### src/rtl/ddr_init_pkg.sv
package ddr_init_pkg;

  typedef enum logic [3:0] {
    STP_RESET,
    STP_CKE,
    STP_PRE_A,
    STP_EMR,
    STP_MR_DLL,
    STP_PRE_B,
    STP_REF,
    STP_MR_RUN,
    STP_DONE
  } step_e;

  // {cs_n, ras_n, cas_n, we_n}
  localparam logic [3:0] CMD_DESEL = 4'b1111;
  localparam logic [3:0] CMD_NOP   = 4'b0111;
  localparam logic [3:0] CMD_PRE   = 4'b0010;
  localparam logic [3:0] CMD_REF   = 4'b0001;
  localparam logic [3:0] CMD_MRS   = 4'b0000;

  function automatic int at_least_two(input int v);
    return (v < 2) ? 2 : v;
  endfunction

  function automatic int max_of(input int a, input int b);
    return (a > b) ? a : b;
  endfunction

endpackage

### src/rtl/ddr_init_rst_sync.sv
module ddr_init_rst_sync #(
  parameter int STAGES = 2
) (
  input  logic clk,
  input  logic rst_n,
  output logic rst_sync_n
);
  logic [STAGES-1:0] sync_q;

  always_ff @(posedge clk or negedge rst_n) begin
    if (!rst_n) sync_q <= '0;
    else        sync_q <= {sync_q[STAGES-2:0], 1'b1};
  end

  assign rst_sync_n = sync_q[STAGES-1];
endmodule

### src/rtl/ddr_init_fsm.sv
module ddr_init_fsm
  import ddr_init_pkg::*;
#(
  parameter int T_STABLE = 20,
  parameter int T_RP     = 3,
  parameter int T_MRD    = 2,
  parameter int T_RFC    = 14,
  parameter int N_REF    = 2
) (
  input  logic  clk,
  input  logic  rst_n,
  output step_e step_o,
  output logic  issue_o
);
  localparam int G_STABLE = at_least_two(T_STABLE);
  localparam int G_RP     = at_least_two(T_RP);
  localparam int G_MRD    = at_least_two(T_MRD);
  localparam int G_RFC    = at_least_two(T_RFC);
  localparam int G_MAX    = max_of(max_of(G_STABLE, G_RP), max_of(G_MRD, G_RFC));
  localparam int CNT_W    = $clog2(G_MAX + 1);
  localparam int REF_N    = at_least_two(N_REF);
  localparam int REF_W    = $clog2(REF_N + 1);

  step_e            step_q, step_d;
  logic             wait_q, wait_d;
  logic [CNT_W-1:0] cnt_q, cnt_d;
  logic [REF_W-1:0] ref_q, ref_d;
  logic [CNT_W-1:0] gap_m1;
  logic             adv_en;

  // gap minus one for the command issued in this step
  always_comb begin
    case (step_q)
      STP_CKE:    gap_m1 = CNT_W'(G_STABLE - 1);
      STP_PRE_A,
      STP_PRE_B:  gap_m1 = CNT_W'(G_RP - 1);
      STP_EMR,
      STP_MR_DLL,
      STP_MR_RUN: gap_m1 = CNT_W'(G_MRD - 1);
      STP_REF:    gap_m1 = CNT_W'(G_RFC - 1);
      default:    gap_m1 = '0;
    endcase
  end

  // next-state process
  always_comb begin
    step_d = step_q;
    wait_d = wait_q;
    cnt_d  = cnt_q;
    ref_d  = ref_q;
    adv_en = 1'b1;
    if (step_q == STP_RESET) begin
      step_d = STP_CKE;
      wait_d = 1'b0;
    end else if (step_q == STP_DONE) begin
      adv_en = 1'b0;
    end else if (!wait_q) begin
      wait_d = 1'b1;
      cnt_d  = gap_m1;
    end else if (cnt_q == CNT_W'(1)) begin
      wait_d = 1'b0;
      case (step_q)
        STP_CKE:    step_d = STP_PRE_A;
        STP_PRE_A:  step_d = STP_EMR;
        STP_EMR:    step_d = STP_MR_DLL;
        STP_MR_DLL: step_d = STP_PRE_B;
        STP_PRE_B: begin
          step_d = STP_REF;
          ref_d  = '0;
        end
        STP_REF: begin
          ref_d  = ref_q + REF_W'(1);
          step_d = (ref_q == REF_W'(REF_N - 1)) ? STP_MR_RUN : STP_REF;
        end
        STP_MR_RUN: step_d = STP_DONE;
        default:    step_d = STP_DONE;
      endcase
    end else begin
      cnt_d = cnt_q - CNT_W'(1);
    end
  end

  // register process
  always_ff @(posedge clk or negedge rst_n) begin
    if (!rst_n) begin
      step_q <= STP_RESET;
      wait_q <= 1'b0;
      cnt_q  <= '0;
      ref_q  <= '0;
    end else if (adv_en) begin
      step_q <= step_d;
      wait_q <= wait_d;
      cnt_q  <= cnt_d;
      ref_q  <= ref_d;
    end
  end

  assign step_o  = step_q;
  assign issue_o = !wait_q && (step_q != STP_RESET) && (step_q != STP_DONE);
endmodule

### src/rtl/ddr_init_dll_timer.sv
module ddr_init_dll_timer #(
  parameter int T_DLL = 200
) (
  input  logic clk,
  input  logic rst_n,
  input  logic start_i,
  output logic expired_o
);
  localparam int LOCK  = (T_DLL < 1) ? 1 : T_DLL;
  localparam int CNT_W = $clog2(LOCK + 1);

  logic             armed_q, armed_d;
  logic [CNT_W-1:0] cnt_q, cnt_d;
  logic             cnt_en;

  always_comb begin
    armed_d = armed_q;
    cnt_d   = cnt_q;
    cnt_en  = 1'b0;
    if (start_i) begin
      armed_d = 1'b1;
      cnt_d   = CNT_W'(LOCK - 1);
      cnt_en  = 1'b1;
    end else if (armed_q && (cnt_q != '0)) begin
      cnt_d  = cnt_q - CNT_W'(1);
      cnt_en = 1'b1;
    end
  end

  always_ff @(posedge clk or negedge rst_n) begin
    if (!rst_n) begin
      armed_q <= 1'b0;
      cnt_q   <= '0;
    end else if (cnt_en) begin
      armed_q <= armed_d;
      cnt_q   <= cnt_d;
    end
  end

  assign expired_o = armed_q && (cnt_q == '0);
endmodule

### src/rtl/ddr_init_cmd_enc.sv
module ddr_init_cmd_enc
  import ddr_init_pkg::*;
#(
  parameter int          ADDR_W = 13,
  parameter int          BA_W   = 2,
  parameter logic [2:0]  MR_BL  = 3'b010,
  parameter logic        MR_BT  = 1'b0,
  parameter logic [2:0]  MR_CL  = 3'b010,
  parameter logic        EMR_DS = 1'b0
) (
  input  logic              clk,
  input  logic              rst_n,
  input  step_e             step_i,
  input  logic              issue_i,
  input  logic              dll_expired_i,
  output logic              cke_o,
  output logic [3:0]        cmd_o,
  output logic [BA_W-1:0]   ba_o,
  output logic [ADDR_W-1:0] addr_o,
  output logic              done_o,
  output logic              rd_ok_o
);
  localparam int AP_BIT  = 10;
  localparam int DLL_BIT = 8;

  function automatic logic [ADDR_W-1:0] mode_word(input logic dll_rst);
    logic [ADDR_W-1:0] w;
    w          = '0;
    w[2:0]     = MR_BL;
    w[3]       = MR_BT;
    w[6:4]     = MR_CL;
    w[DLL_BIT] = dll_rst;
    return w;
  endfunction

  function automatic logic [ADDR_W-1:0] ext_word();
    logic [ADDR_W-1:0] w;
    w    = '0;
    w[0] = 1'b0;
    w[1] = EMR_DS;
    return w;
  endfunction

  logic              cke_d;
  logic [3:0]        cmd_d;
  logic [BA_W-1:0]   ba_d;
  logic [ADDR_W-1:0] addr_d;
  logic              done_d, rd_ok_d;

  always_comb begin
    cke_d   = 1'b1;
    cmd_d   = CMD_NOP;
    ba_d    = '0;
    addr_d  = '0;
    done_d  = (step_i == STP_DONE);
    rd_ok_d = (step_i == STP_DONE) && dll_expired_i;
    if (step_i == STP_RESET) begin
      cke_d = 1'b0;
      cmd_d = CMD_DESEL;
    end else if (issue_i) begin
      case (step_i)
        STP_PRE_A, STP_PRE_B: begin
          cmd_d          = CMD_PRE;
          addr_d[AP_BIT] = 1'b1;
        end
        STP_EMR: begin
          cmd_d  = CMD_MRS;
          ba_d   = BA_W'(1);
          addr_d = ext_word();
        end
        STP_MR_DLL: begin
          cmd_d  = CMD_MRS;
          addr_d = mode_word(1'b1);
        end
        STP_MR_RUN: begin
          cmd_d  = CMD_MRS;
          addr_d = mode_word(1'b0);
        end
        STP_REF:  cmd_d = CMD_REF;
        default:  cmd_d = CMD_NOP;
      endcase
    end
  end

  always_ff @(posedge clk or negedge rst_n) begin
    if (!rst_n) begin
      cke_o   <= 1'b0;
      cmd_o   <= CMD_DESEL;
      ba_o    <= '0;
      addr_o  <= '0;
      done_o  <= 1'b0;
      rd_ok_o <= 1'b0;
    end else begin
      cke_o   <= cke_d;
      cmd_o   <= cmd_d;
      ba_o    <= ba_d;
      addr_o  <= addr_d;
      done_o  <= done_d;
      rd_ok_o <= rd_ok_d;
    end
  end
endmodule

### src/rtl/ddr_init_seq.sv
module ddr_init_seq
  import ddr_init_pkg::*;
#(
  parameter int          ADDR_W   = 13,
  parameter int          BA_W     = 2,
  parameter int          T_STABLE = 20,
  parameter int          T_RP     = 3,
  parameter int          T_MRD    = 2,
  parameter int          T_RFC    = 14,
  parameter int          T_DLL    = 200,
  parameter int          N_REF    = 2,
  parameter logic [2:0]  MR_BL    = 3'b010,
  parameter logic        MR_BT    = 1'b0,
  parameter logic [2:0]  MR_CL    = 3'b010,
  parameter logic        EMR_DS   = 1'b0
) (
  input  logic              clk,
  input  logic              rst_n,
  output logic              cke,
  output logic              cs_n,
  output logic              ras_n,
  output logic              cas_n,
  output logic              we_n,
  output logic [BA_W-1:0]   ba,
  output logic [ADDR_W-1:0] addr,
  output logic              init_done,
  output logic              read_allowed
);
  logic       rst_sync_n;
  step_e      step;
  logic       issue;
  logic       dll_start;
  logic       dll_expired;
  logic [3:0] cmd;

  ddr_init_rst_sync #(.STAGES(2)) u_rst (
    .clk        (clk),
    .rst_n      (rst_n),
    .rst_sync_n (rst_sync_n)
  );

  ddr_init_fsm #(
    .T_STABLE (T_STABLE),
    .T_RP     (T_RP),
    .T_MRD    (T_MRD),
    .T_RFC    (T_RFC),
    .N_REF    (N_REF)
  ) u_fsm (
    .clk     (clk),
    .rst_n   (rst_sync_n),
    .step_o  (step),
    .issue_o (issue)
  );

  assign dll_start = issue && (step == STP_MR_DLL);

  ddr_init_dll_timer #(.T_DLL(T_DLL)) u_dll (
    .clk       (clk),
    .rst_n     (rst_sync_n),
    .start_i   (dll_start),
    .expired_o (dll_expired)
  );

  ddr_init_cmd_enc #(
    .ADDR_W (ADDR_W),
    .BA_W   (BA_W),
    .MR_BL  (MR_BL),
    .MR_BT  (MR_BT),
    .MR_CL  (MR_CL),
    .EMR_DS (EMR_DS)
  ) u_enc (
    .clk           (clk),
    .rst_n         (rst_n),
    .step_i        (step),
    .issue_i       (issue),
    .dll_expired_i (dll_expired),
    .cke_o         (cke),
    .cmd_o         (cmd),
    .ba_o          (ba),
    .addr_o        (addr),
    .done_o        (init_done),
    .rd_ok_o       (read_allowed)
  );

  assign {cs_n, ras_n, cas_n, we_n} = cmd;
endmodule

### config.mk
export PLATFORM = sky130hd
export DESIGN_NAME = ddr_init_seq
export DESIGN_NICKNAME = d
export VERILOG_FILES = /design/src/rtl/ddr_init_pkg.sv /design/src/rtl/ddr_init_rst_sync.sv /design/src/rtl/ddr_init_fsm.sv /design/src/rtl/ddr_init_dll_timer.sv /design/src/rtl/ddr_init_cmd_enc.sv /design/src/rtl/ddr_init_seq.sv
export SDC_FILE = /design/constraint.sdc
export NUM_CORES = 1
export LEC_CHECK = 0
export BUFFER_PORTS_ARGS = -buffer_cell sky130_fd_sc_hd__buf_2
export CAP_MARGIN = 25
export CORE_ASPECT_RATIO = 0.75
export CORE_UTILIZATION = 34
export DETAILED_ROUTE_END_ITERATION = 7
export GPL_TIMING_DRIVEN = 0
export SLEW_MARGIN = 40
export SYNTH_ARGS = -nofsm -noshare
export SYNTH_HDL_FRONTEND = slang
export SYNTH_SLANG_ARGS = --single-unit
### constraint.sdc
create_clock -name clk -period 1.11 [get_ports clk]
set_input_delay 0.0555 -clock clk [delete_from_list [all_inputs] [get_ports clk]]
set_output_delay 0.0555 -clock clk [all_outputs]
set_load 0.05 [all_outputs]
* Word-level counts from Yosys, hierarchy flattened
Index checks and enable logic that the tools add are counted.
** Word-level totals
- Register bits :: 45
- Input bits :: 2
- Output and inout bits :: 22
- Word-level logic and storage cells :: 85
** Operators by class
- Add/subtract/negate cells :: 3
- Eq/ne operators :: 13
- Muxes and demuxes :: 31
- Bitwise logic cells :: 2
- Reduce and logical (&&, ||, !) cells :: 23
** Operators with widths (count)
- 4-bit 2-to-1 mux :: 6
- 4-bit one-hot mux with 6 select lines :: 1
- 5-bit one-hot mux with 4 select lines :: 1
- 9-bit one-hot mux with 2 select lines :: 1
- 4-bit by 3-bit == test with 1-bit output (second input constant) :: 4
- 8-bit 2-to-1 mux :: 2
- 13-bit 2-to-1 mux :: 1
- 1-bit 2-to-1 mux :: 12
- 11-bit 2-to-1 mux :: 1
- 5-bit 2-to-1 mux :: 2
- 3-bit one-hot mux with 3 select lines :: 1
- 4-bit by 2-bit == test with 1-bit output (second input constant) :: 2
- 8-bit logical NOT :: 1
- 4-bit AND reduction :: 2
- 2-bit nonzero test :: 4
- 8-bit nonzero test :: 1
- 8-bit by 1-bit subtractor with 8-bit output (second input constant) :: 1
- 1-bit logical AND :: 6
- 2-bit AND reduction :: 3
- 6-bit AND reduction :: 1
- 5-bit by 1-bit == test with 1-bit output (second input constant) :: 1
- 5-bit by 1-bit subtractor with 5-bit output (second input constant) :: 1
- 4-bit by 1-bit == test with 1-bit output (second input constant) :: 1
- 4-bit == test (second input constant) :: 1
- 12 further kinds :: 15

* Logic depth before layout (Yosys ltp)
Gate-level depths: netlist (run 1).
- Depth in word-level cells :: 7
- Mapped depth :: 6
- Mapped depth without buffers :: 6

* Cells and area by module
Synthesis (run 1) repeated with hierarchy kept, for this count alone.
** Second synthesis, totals
- Cells, all modules :: 186
- Area total of the unflattened synthesis :: 1858.0 um2
** Modules (own cells, without submodules)
- ddr_init_fsm :: times used 1, cells an instance 83, area each 764.5 um2, sequential area each 300.3 um2
- ddr_init_cmd_enc :: times used 1, cells an instance 46, area each 518.0 um2, sequential area each 280.3 um2
- ddr_init_dll_timer :: times used 1, cells an instance 52, area each 508.0 um2, sequential area each 225.2 um2
- ddr_init_rst_sync :: times used 1, cells an instance 3, area each 53.8 um2, sequential area each 50.0 um2
- ddr_init_seq :: times used 1, cells an instance 2, area each 13.8 um2, sequential area each 0.0 um2

* Least setup slack after synthesis (run 1)
OpenSTA, ideal clock, no wires.
- Path type :: reg2reg
- Start :: reg u_dll.cnt_q[0]
- End :: reg u_dll.cnt_q[0]
- Library setup time :: 0.123 ns
- Arrival :: 1.613 ns
- Data required time :: 0.987 ns
- Slack :: -0.626 ns
- Cell stages (with the launch flop) :: 7
- Path buffers :: 0
- Period minus slack after synthesis :: 1.736 ns
- Cell sequence :: dfrtp_1 -> inv_1 -> ha_1 -> or3b_2 -> o21ai_0 -> xnor2_1 -> nand2_1
** On the way
- Longest elaborated chain between the ends :: 5
- Elaborated cells on any way between the ends :: 9
- Those cells by class :: add/sub (1); mux (4); reduce/logical (4)
** RTL lines
- start: declaration :: RTL line ddr_init_dll_timer.sv:13 : logic [CNT_W-1:0] cnt_q, cnt_d;
- start signal: assignment :: RTL line ddr_init_dll_timer.sv:36 : cnt_q <= cnt_d;
- parallel branches: the longest is 5 deep, another holds 8-bit by 1-bit subtractor with 8-bit output
Parallel ways; which one is timed is not known. The select of a mux whose other input is x is not followed.
A chain may end at the register's enable or synchronous reset.

* Final worst setup path (run 1)
- Start :: reg u_dll.cnt_q[4]
- End :: reg u_dll.cnt_q[6]
Same word-level chain as after synthesis.

==> reports/results.tsv, run 1 <==
stage	metric	value	unit
layout	Final Cell Area	0.002744	mm^2
floorplanning	num ports	24	
place	IO buf count	13	
hold_path	Hold Path Class	in -> async	
synth	Commonest cells post-synth	dfrtp_1, buf_4, inv_1, o21ai_0	
layout	Layout Area Growth over Synthesis	63.66	%
sta	fin crit period	1720	ps
layout	number of diodes	0	
worst_setup_path	Critical Path Source Type	flip-flop	
clock_network	Clock Latency Late Sink	300	ps
worst_setup_path	Slowest cell on crit path	or4_4	
global_routing	vias in the first global route	1576	
floorplanning	Die W	83.09	um
synth	post-synthesis xor/xnor area fraction	1.045	%
sta	Slew headroom	65.90	%
sta	achievable frequency	581.3	MHz
sta	Slew Limit Fails	0	
power	P_leak	1.226	nW
synth	largest family of logic cells by synthesized area	simple AND/OR/NAND/NOR gates	
floorplanning	Row Count	21	
place	placed standard-cell area	0.002032	mm^2
drt	Via density	5.439	
synth	YS warnings	0	
worst_setup_path	worst path cell trace	or4_4, buf_6, or4_1, nand3_1	
global_routing	pin count of the biggest net entering global routing	22	
sta	clk_skew	3.632	ps
sta	Fin Hold WS	157.1	ps
global_routing	gr usage total	20.52	%
synth	asr flop ratio synth	100.0	%
worst_setup_path	R2R Setup Slk	-610	ps
synth	Synth cell types	40	
synth	mux contribution to synthesized area	0.5970	%
place	Detail Placement HPWL	2.678	mm
sta	Setup WS post-layout	-610.4	ps
floorplanning	die area	0.005219	mm^2
power	Peak VDD IR	0.9106	mV
sta	RSZ-0062 raised after global routing	true	
synth	Post-synth EDFFs	0	
run_status	status	finished with violations	
floorplanning	core area	0.004598	mm^2
synth	Synth top area share	44.78	%
drt	Iter 0 DRT Violations	100	
clock_network	H-tree Lvls	2	
worst_setup_path	reg2reg start	u_dll.cnt_q[4]	
drt	antenna viol nets, final	0	
clock_network	clk buf depth	2	
clock_network	CTS buffer count	5	
worst_setup_path	worst reg2reg path depth	4	
layout	Multi-input gate area	0.001041	mm^2
global_routing	global route total overflow	0	
clock_network	clock root cell	clkbuf_8	
worst_setup_path	crit-path max FO	4	
sta	final hold vios	0	
synth	Adder-Cell Fraction of Synth Area	3.731	%
run_status	failing checks	setup timing	
global_routing	first-pass GRT wire length	8.176	mm
synth	area fraction in and, or, nand and nor cells after synthesis	17.69	%
synth	post-synthesis compound-gate area fraction	17.09	%
clock_network	Worst-path clk slew	80	ps
worst_setup_path	WP data required	1340	ps
synth	Synth Flop Type	dfrtp_1	
worst_setup_path	CP peak stage delay	570	ps
sta	final critical-path share of the clock period	155.0	%
synth	cell count after synthesis	165	
synth	most numerous cell in the Yosys netlist	dfrtp_1	
worst_setup_path	Crit Path Class	reg -> reg	
sta	setup violators final	29	
synth	ranking of synthesized cells by area	dfrtp_1, dfstp_2, buf_4	
layout	fillers	349	
worst_setup_path	worst r2r dst	u_dll.cnt_q[6]	
place	Placer Congestion	0.7833	
worst_setup_path	CP arrival	1950	ps
synth	synthesized area	0.001677	mm^2
drt	drt drc	0	
synth	register area share after synthesis	51.04	%
drt	drt wl/cell	18.07	um
clock_network	CTS tree	yes	
synth	#FFs+latches synth	34	
layout	share of cells above drive strength 1	59.83	%
drt	TritonRoute pass-1 iters	4	
drt	vias	1610	
worst_setup_path	critical path endpoint category	flip-flop	
power	PD cells	927.6	mW/mm^2
job	maxcap violations	0	
layout	layout net count	245	
layout	FF+latch area	864.6	um^2
global_routing	initial antenna violation count	0	
sta	worst-margin pin slew	511.6	ps
floorplanning	Die Span Y	62.82	um
sta	total negative slack	-8730	ps
drt	final wirelength	5.349	mm
clock_network	Clock Sinks	34	
floorplanning	Starting Density	36.46	%
synth	Yosys top cell by area	dfrtp_1	
synth	mean area per synthesized cell	10.16	um^2
[critical path, delay by kind of cell (launching register included)]
family | cells | cell delay (ps)
and+or+nand+nor | 3 | 1080
buffers and inverters | 1 | 160
DFF | 1 | 420
[where the power goes]
group          internal, W  leakage [nW]  switching [W]  total [W]
clock             0.000668        0.0504       0.000504    0.00117
combinational    0.0000277         0.791      0.0000869   0.000115
sequential         0.00124         0.385      0.0000164    0.00126
total              0.00194          1.23       0.000607    0.00255
[timing repair]
item	4_1_cts	5_1_grt
hold endpoints to repair	13	0
endpoints found under the setup margin	33	32
pin swaps	17	11
gates cloned	1	1
hold buffers	1	0
setup buffers	33	10
resized for setup	35	28
[cell type report]
type | count | area share [%]
well taps | 57 | 2.599
inverters | 9 | 1.414
flip-flops and latches | 34 | 31.51
repair buffers | 57 | 17.28
multi-input cells | 116 | 37.94
plain buffers | 15 | 5.107
clock inverters | 3 | 1.642
clock buffers | 5 | 2.508
[logic make-up (layout without fill, tap and decap cells)]
logic type | after synthesis | after routing
other | 2 | 11
XOR/XNOR | 2 | 2
multiplexers | 1 | 1
AO/OA/AOI/OAI | 42 | 43
flip-flops | 34 | 34
adder cells (fa/ha/maj) | 5 | 5
AND/OR/NAND/NOR | 53 | 54
buffers and inverters | 26 | 89
[metal layers]
layer | vias to the layer above | global-route usage [%] | share of wire [%]
met5 | - | 0 | 0
met4 | 0 | 10.56 | 2.7
met3 | 16 | 4.888 | 5.9
met2 | 72 | 33.71 | 49
met1 | 804 | 25.23 | 42
li1 | 718 | - | -
[worst max path at each step]
stage	cells past startpoint	slack (ps)	end	from
finish	4	-610	u_dll.cnt_q[6]	u_dll.cnt_q[4]
global route	4	-660	u_dll.cnt_q[7]	u_dll.cnt_q[4]
CTS	4	-550	u_dll.cnt_q[7]	u_dll.cnt_q[4]
detailed placement	4	-600	u_dll.cnt_q[7]	u_dll.cnt_q[4]
global placement	4	-570	u_dll.cnt_q[7]	u_dll.cnt_q[4]
floorplan	4	-530	u_dll.cnt_q[7]	u_dll.cnt_q[4]
[stage by stage]
step	cells	setup slack [ps]	util (%)	total power (W)
finish	296	-610.4	59.67	0.002545
global route	296	-664.5	59.67	0.002628
CTS	287	-547.3	55.95	0.002545
detailed placement	244	-601.7	44.19	0.001394
global placement	244	-574.5	44.16	0.001393
floorplan	174	-526.2	-	0.001378
[state kept, by name (all words and copies together) (netlist names)]
signal and cells:
u_dll.armed_q 1, u_dll.cnt_q 8, u_enc.addr_o 3, u_enc.ba_o 1
u_enc.cke_o 1, u_enc.cmd_o 4, u_enc.done_o 1, u_enc.rd_ok_o 1
u_fsm.cnt_q 5, u_fsm.ref_q 2, u_fsm.step_o 4, u_fsm.wait_q 1
u_rst.sync_q 2
[cells in the final DEF (no fill, tap or decap), drive strengths merged, types with 2 or more instances in the layout]
cell / Yosys / routed
and3: 2 / 2
a22o: 2 / 2
clkinvlp: 0 / 2
nand2b: 7 / 7
o31ai: 2 / 2
ha: 5 / 5
dfrtp: 30 / 30
nor2b: 5 / 5
and2: 2 / 2
nor2: 7 / 7
nand3: 6 / 7
nor4: 2 / 2
a21o: 4 / 4
clkbuf: 5 / 7
conb: 2 / 11
o211ai: 5 / 5
nor3: 6 / 6
or4: 3 / 3
dfstp: 4 / 4
o41ai: 2 / 2
nand2: 8 / 8
buf: 12 / 69
inv: 9 / 9
or3b: 3 / 3
nor3b: 2 / 2
a31oi: 2 / 3
a31o: 2 / 2
a21oi: 8 / 8
o21ai: 9 / 9
Power figures use the tool's default switching activity.
==> inputs of run 2 (changes only) <==
Settings changed: RECOVER_POWER from default to 100.
Clock period 1.11 ns to 1.66 ns, I/O delays scaled along.
==> reports/results.tsv, run 2 (same netlist as run 1, synthesis figures left out) <==
stage	metric	value	unit	change
worst_setup_path	WP data required	1830	ps	+490 ps
floorplanning	Die Span Y	62.82	um	unchanged
layout	Layout Area Growth over Synthesis	23.81	%	
worst_setup_path	critical path endpoint category	flip-flop		
run_status	status	finished with violations		
sta	RSZ-0062 raised after global routing	true		
place	placed standard-cell area	0.001848	mm^2	-9.1%
clock_network	Clock Latency Late Sink	280	ps	-20 ps
layout	layout net count	210		-14%
place	Detail Placement HPWL	2.307	mm	-14%
sta	total negative slack	-29.47	ps	+8700 ps
drt	vias	1288		-20%
floorplanning	Row Count	21		unchanged
layout	number of diodes	0		unchanged
drt	final wirelength	3.368	mm	-37%
hold_path	Hold Path Class	reg -> async		
sta	clk_skew	4.516	ps	+0.8842 ps
clock_network	CTS buffer count	5		unchanged
worst_setup_path	Crit Path Class	reg -> reg		
floorplanning	Starting Density	36.46	%	unchanged
worst_setup_path	crit-path max FO	4		unchanged
sta	final hold vios	0		unchanged
clock_network	Worst-path clk slew	70	ps	about the same
clock_network	clk buf depth	2		unchanged
layout	top flop regs	u_dll.cnt_q: 8 flops, u_fsm.cnt_q: 5 flops		
power	PD cells	746.2	mW/mm^2	-20%
floorplanning	core area	0.004598	mm^2	unchanged
sta	achievable frequency	591.9	MHz	+1.8%
sta	fin crit period	1689	ps	-30.95 ps
drt	Iter 0 DRT Violations	116		+16%
layout	Most flops, register	u_dll.cnt_q		
sta	setup violators final	1		-97%
layout	max reg flops	8		unchanged
sta	Setup WS post-layout	-29.47	ps	+581.0 ps
layout	FF+latch area	857.1	um^2	-0.87%
drt	drt wl/cell	12.90	um	-29%
global_routing	initial antenna violation count	0		unchanged
layout	share of cells above drive strength 1	29.41	%	-30 points
global_routing	first-pass GRT wire length	5.554	mm	-32%
drt	antenna viol nets, final	0		unchanged
sta	Slew Limit Fails	0		unchanged
sta	Slew headroom	56.52	%	-9.4 points
clock_network	H-tree Lvls	2		unchanged
global_routing	global route total overflow	0		unchanged
run_status	failing checks	setup timing		
sta	final critical-path share of the clock period	101.8	%	-53 points
sta	worst-margin pin slew	652.3	ps	+140.7 ps
drt	TritonRoute pass-1 iters	4		unchanged
layout	most frequent cells in the layout	dfrtp_1, buf_4, clkbuf_1		
job	maxcap violations	0		unchanged
global_routing	pin count of the biggest net entering global routing	22		unchanged
clock_network	Clock Sinks	34		unchanged
floorplanning	Die W	83.09	um	unchanged
place	Placer Congestion	0.8344		+6.5%
floorplanning	die area	0.005219	mm^2	unchanged
layout	Multi-input gate area	787.0	um^2	-24%
global_routing	vias in the first global route	1107		-30%
layout	Final Cell Area	0.002076	mm^2	-24%
worst_setup_path	CP arrival	1860	ps	-90 ps
place	IO buf count	13		unchanged
power	P_leak	0.9310	nW	-24%
floorplanning	num ports	24		unchanged
global_routing	gr usage total	13.55	%	-7.0 points
clock_network	clock root cell	clkbuf_8		
power	Peak VDD IR	0.4926	mV	-46%
layout	most common cell after layout, fill and taps aside	dfrtp_1		
clock_network	CTS tree	yes		
drt	drt drc	0		unchanged
worst_setup_path	Critical Path Source Type	flip-flop		
drt	Via density	4.935		-9.3%
layout	fillers	451		+29%
==> run 2: cell count changes in the layout (fill, tap and decap cells not counted), moves of 6 or more <==
| cell | delta |
|---|---|
| buf_4 | -26 |
| a21oi_2 | -6 |
| buf_6 | -12 |
| dfrtp_2 | -6 |
| buf_2 | -8 |
| dfrtp_1 | +6 |
| a21oi_1 | +6 |
| clkbuf_1 | +15 |
==> run 2: final timing paths <==
check / cells after the start / startpoint / to / slack [ps]
max: 4 / u_dll.cnt_q[4] / u_dll.cnt_q[7] / -30
min: 0 / u_rst.sync_q[1] / u_dll.cnt_q[3] / 230
max reg2reg: 4 / u_dll.cnt_q[4] / u_dll.cnt_q[7] / -30
min reg2reg: 0 / u_rst.sync_q[1] / u_dll.cnt_q[3] / 230
max in group asynchronous: 2 / rst_n / u_rst.sync_q[1] / 870
min in group clk: 0 / u_rst.sync_q[0] / u_rst.sync_q[1] / 360
==> run 2: layer usage <==
layer / vias to the layer above / share of wire (%) / global-route usage (%)
met2: 38 / 41 / 17.83
met3: 2 / 5.3 / 4.095
li1: 639 / - / -
met4: 0 / 1.0 / 5.172
met1: 609 / 52 / 20.40
met5: - / 0 / 0
==> run 2: power breakdown <==
| group | internal [W] | total [W] | leakage, nW | switching [W] |
|---|---|---|---|---|
| Combinational | 0.0000182 | 0.0000761 | 0.495 | 0.0000579 |
| Sequential | 0.000831 | 0.000841 | 0.389 | 0.0000103 |
| Clock | 0.000333 | 0.000631 | 0.0472 | 0.000298 |
| Total | 0.00118 | 0.00155 | 0.931 | 0.000366 |
==> run 2: repair_timing <==
| action | 4_1_cts | 5_1_grt |
|---|---|---|
| endpoints found under the hold margin | 13 | 0 |
| endpoints found under the setup margin | 8 | 18 |
| gates cloned | 0 | 0 |
| setup buffers | 4 | 5 |
| hold buffers | 1 | 0 |
| pin swaps | 5 | 8 |
| resized for setup | 12 | 21 |
==> run 2: through the flow <==
stage	setup WS (ps)	power (W)	std cells	hold slack (ps)	utilization [%]
global placement	-117.3	0.0009319	244	-28.29	40.16
global route	-96.86	0.001606	261	282.6	45.14
detailed placement	-118.3	0.0009325	244	-23.77	40.19
floorplan	1.745	0.0009217	174	-212.6	-
finish	-29.47	0.001549	261	230.1	45.14
CTS	-41.80	0.001568	257	202.3	43.73
==> run 2: cell type report <==
| type | instances | area share [%] |
|---|---|---|
| multi-input combinational | 114 | 37.91 |
| timing repair buffer | 23 | 6.088 |
| clock buffer | 6 | 3.978 |
| tap | 57 | 3.436 |
| buffer | 16 | 5.063 |
| inverter | 9 | 1.627 |
| sequential | 34 | 41.29 |
| clock inverter | 2 | 0.6028 |
==> run 2: critical path: stages (launching register included) <==
cell	delay (ps)
dfrtp_1	410
or4_4	550
or3b_4	400
a21oi_2	150
o31ai_2	70
==> inputs of run 3 (changes only) <==
Settings changed: CORE_ASPECT_RATIO 0.75 to 0.6.
==> reports/results.tsv, run 3 (same netlist as run 1, synthesis figures left out) <==
stage	metric	value	unit	change
clock_network	Worst-path clk slew	80	ps	about the same
layout	layout net count	210		unchanged
layout	number of diodes	0		unchanged
run_status	failing checks	setup timing		
global_routing	pin count of the biggest net entering global routing	22		unchanged
clock_network	clk buf depth	2		unchanged
clock_network	CTS tree	yes		
worst_setup_path	worst r2r dst	u_dll.cnt_q[7]		
clock_network	H-tree Lvls	2		unchanged
sta	final hold vios	0		unchanged
worst_setup_path	CP arrival	1840	ps	-20 ps
floorplanning	num ports	24		unchanged
place	pre-CTS WS	-133.3	ps	-15.03 ps
hold_path	Hold Path Class	in -> async		
worst_setup_path	crit-path max FO	4		unchanged
layout	max reg flops	8		unchanged
worst_setup_path	worst reg2reg path depth	4		unchanged
floorplanning	die area	0.005225	mm^2	+0.12%
global_routing	initial antenna violation count	0		unchanged
power	PD cells	874.4	mW/mm^2	+17%
job	maxcap violations	0		unchanged
drt	Via density	4.805		-2.6%
floorplanning	Starting Density	35.98	%	-0.48 points
floorplanning	core area	0.004659	mm^2	+1.3%
clock_network	clock root cell	clkbuf_8		
floorplanning	Row Count	19		-9.5%
run_status	status	finished with violations		
clock_network	CTS buffer count	5		unchanged
floorplanning	Die W	92.66	um	+12%
global_routing	global route total overflow	0		unchanged
global_routing	gr usage total	14.85	%	+1.3 points
sta	RSZ-0062 raised after global routing	true		
layout	Final Cell Area	0.002110	mm^2	+1.6%
place	Placer Congestion	0.8302		-0.50%
worst_setup_path	Critical Path Source Type	flip-flop		
worst_setup_path	WP data required	1840	ps	about the same
drt	vias	1283		-0.39%
floorplanning	Die Span Y	56.40	um	-10%
clock_network	Clock Latency Late Sink	290	ps	about the same
worst_setup_path	critical path endpoint category	flip-flop		
drt	final wirelength	3.441	mm	+2.2%
sta	achievable frequency	601.9	MHz	+1.7%
global_routing	vias in the first global route	1105		-0.18%
drt	antenna viol nets, final	0		unchanged
layout	fillers	445		-1.3%
sta	Slew headroom	40.52	%	-16 points
layout	Layout Area Growth over Synthesis	25.82	%	
place	IO buf count	13		unchanged
clock_network	Clock Sinks	34		unchanged
drt	Iter 0 DRT Violations	134		+16%
global_routing	first-pass GRT wire length	5.678	mm	+2.2%
worst_setup_path	Crit Path Class	reg -> reg		
layout	most frequent cells in the layout	dfrtp_1, buf_4, clkbuf_1		
drt	drt drc	0		unchanged
layout	share of cells above drive strength 1	27.45	%	-2.0 points
power	Peak VDD IR	0.4082	mV	-17%
worst_setup_path	R2R Setup Slk	-2	ps	+30 ps
sta	setup violators final	1		unchanged
layout	Most flops, register	u_dll.cnt_q		
sta	Setup WS post-layout	-1.513	ps	+27.96 ps
drt	TritonRoute pass-1 iters	4		unchanged
sta	final critical-path share of the clock period	100.1	%	-1.7 points
place	Detail Placement HPWL	2.310	mm	+0.14%
power	P_leak	0.9465	nW	+1.7%
sta	worst-margin pin slew	892.2	ps	+239.9 ps
sta	Slew Limit Fails	0		unchanged
place	placed standard-cell area	0.001856	mm^2	+0.41%
sta	fin crit period	1662	ps	-27.96 ps
drt	drt wl/cell	12.89	um	-0.13%
layout	most common cell after layout, fill and taps aside	dfrtp_1		
worst_setup_path	reg2reg start	u_dll.cnt_q[5]		
sta	clk_skew	7.241	ps	+2.725 ps
layout	top flop regs	u_dll.cnt_q: 8 flops, u_fsm.cnt_q: 5 flops		
-- run 3: area by class of cell --
type                       count  area (um^2)  area share, %
sequential                    34        855.8          40.57
multi-input combinational    114        772.0          36.60
timing repair buffer          23        126.4          5.991
buffer                        16        105.1          4.982
tap                           63        78.83          3.737
clock buffer                   5        68.82          3.262
clock inverter                 3        68.82          3.262
inverter                       9        33.78          1.601
-- run 3: worst max-delay path by stage --
stage | cells after the start | slack [ps] | start | endpoint
final | 4 | -2 | u_dll.cnt_q[5] | u_dll.cnt_q[7]
after CTS | 6 | 2 | u_fsm.cnt_q[0] | u_fsm.cnt_q[4]
after floorplan | 6 | 2 | u_dll.cnt_q[0] | u_dll.cnt_q[2]
after detailed placement | 6 | -130 | u_dll.cnt_q[0] | u_dll.cnt_q[0]
after global placement | 6 | -150 | u_fsm.step_o[3] | u_dll.cnt_q[7]
after global routing | 4 | -70 | u_dll.cnt_q[5] | u_dll.cnt_q[7]
-- run 3: through the flow --
step	hold slack [ps]	setup TNS, ps	util [%]	cells	total power (W)
global placement	-28.62	-902.8	39.80	250	0.0009323
global route	366.9	-362.4	45.27	267	0.001915
detailed placement	-24.92	-809.0	39.82	250	0.0009327
CTS	195.5	0	44.60	265	0.001868
finish	315.3	-1.513	45.27	267	0.001844
floorplan	-212.6	0	-	174	0.0009217
-- run 3: worst max-delay path: stages (launching register included) --
cell and delay (ps):
dfrtp_1 380, or4_4 570, or3b_4 420, a21oi_2 120, o31ai_1 70
-- run 3: per-layer routing --
layer / part of all wire (%) / vias up / track usage (%)
li1: - / 649 / -
met1: 57 / 591 / 24.05
met2: 34 / 37 / 16.40
met3: 6.6 / 6 / 5.420
met4: 1.8 / 0 / 6.593
met5: 0 / - / 0
-- run 3: repair_timing --
action	4_1_cts	5_1_grt
pin swaps	3	5
setup buffers	6	3
gates resized for setup	12	16
hold buffers	1	0
endpoints found under the setup margin	11	19
endpoints found under the hold margin	13	0
gates cloned	0	0
-- run 3: where the power goes --
part	total, W	switching (W)	internal (W)
Clock	0.000928	0.000326	0.000602
Combinational	0.0000759	0.0000577	0.0000182
Sequential	0.000841	0.0000104	0.000830
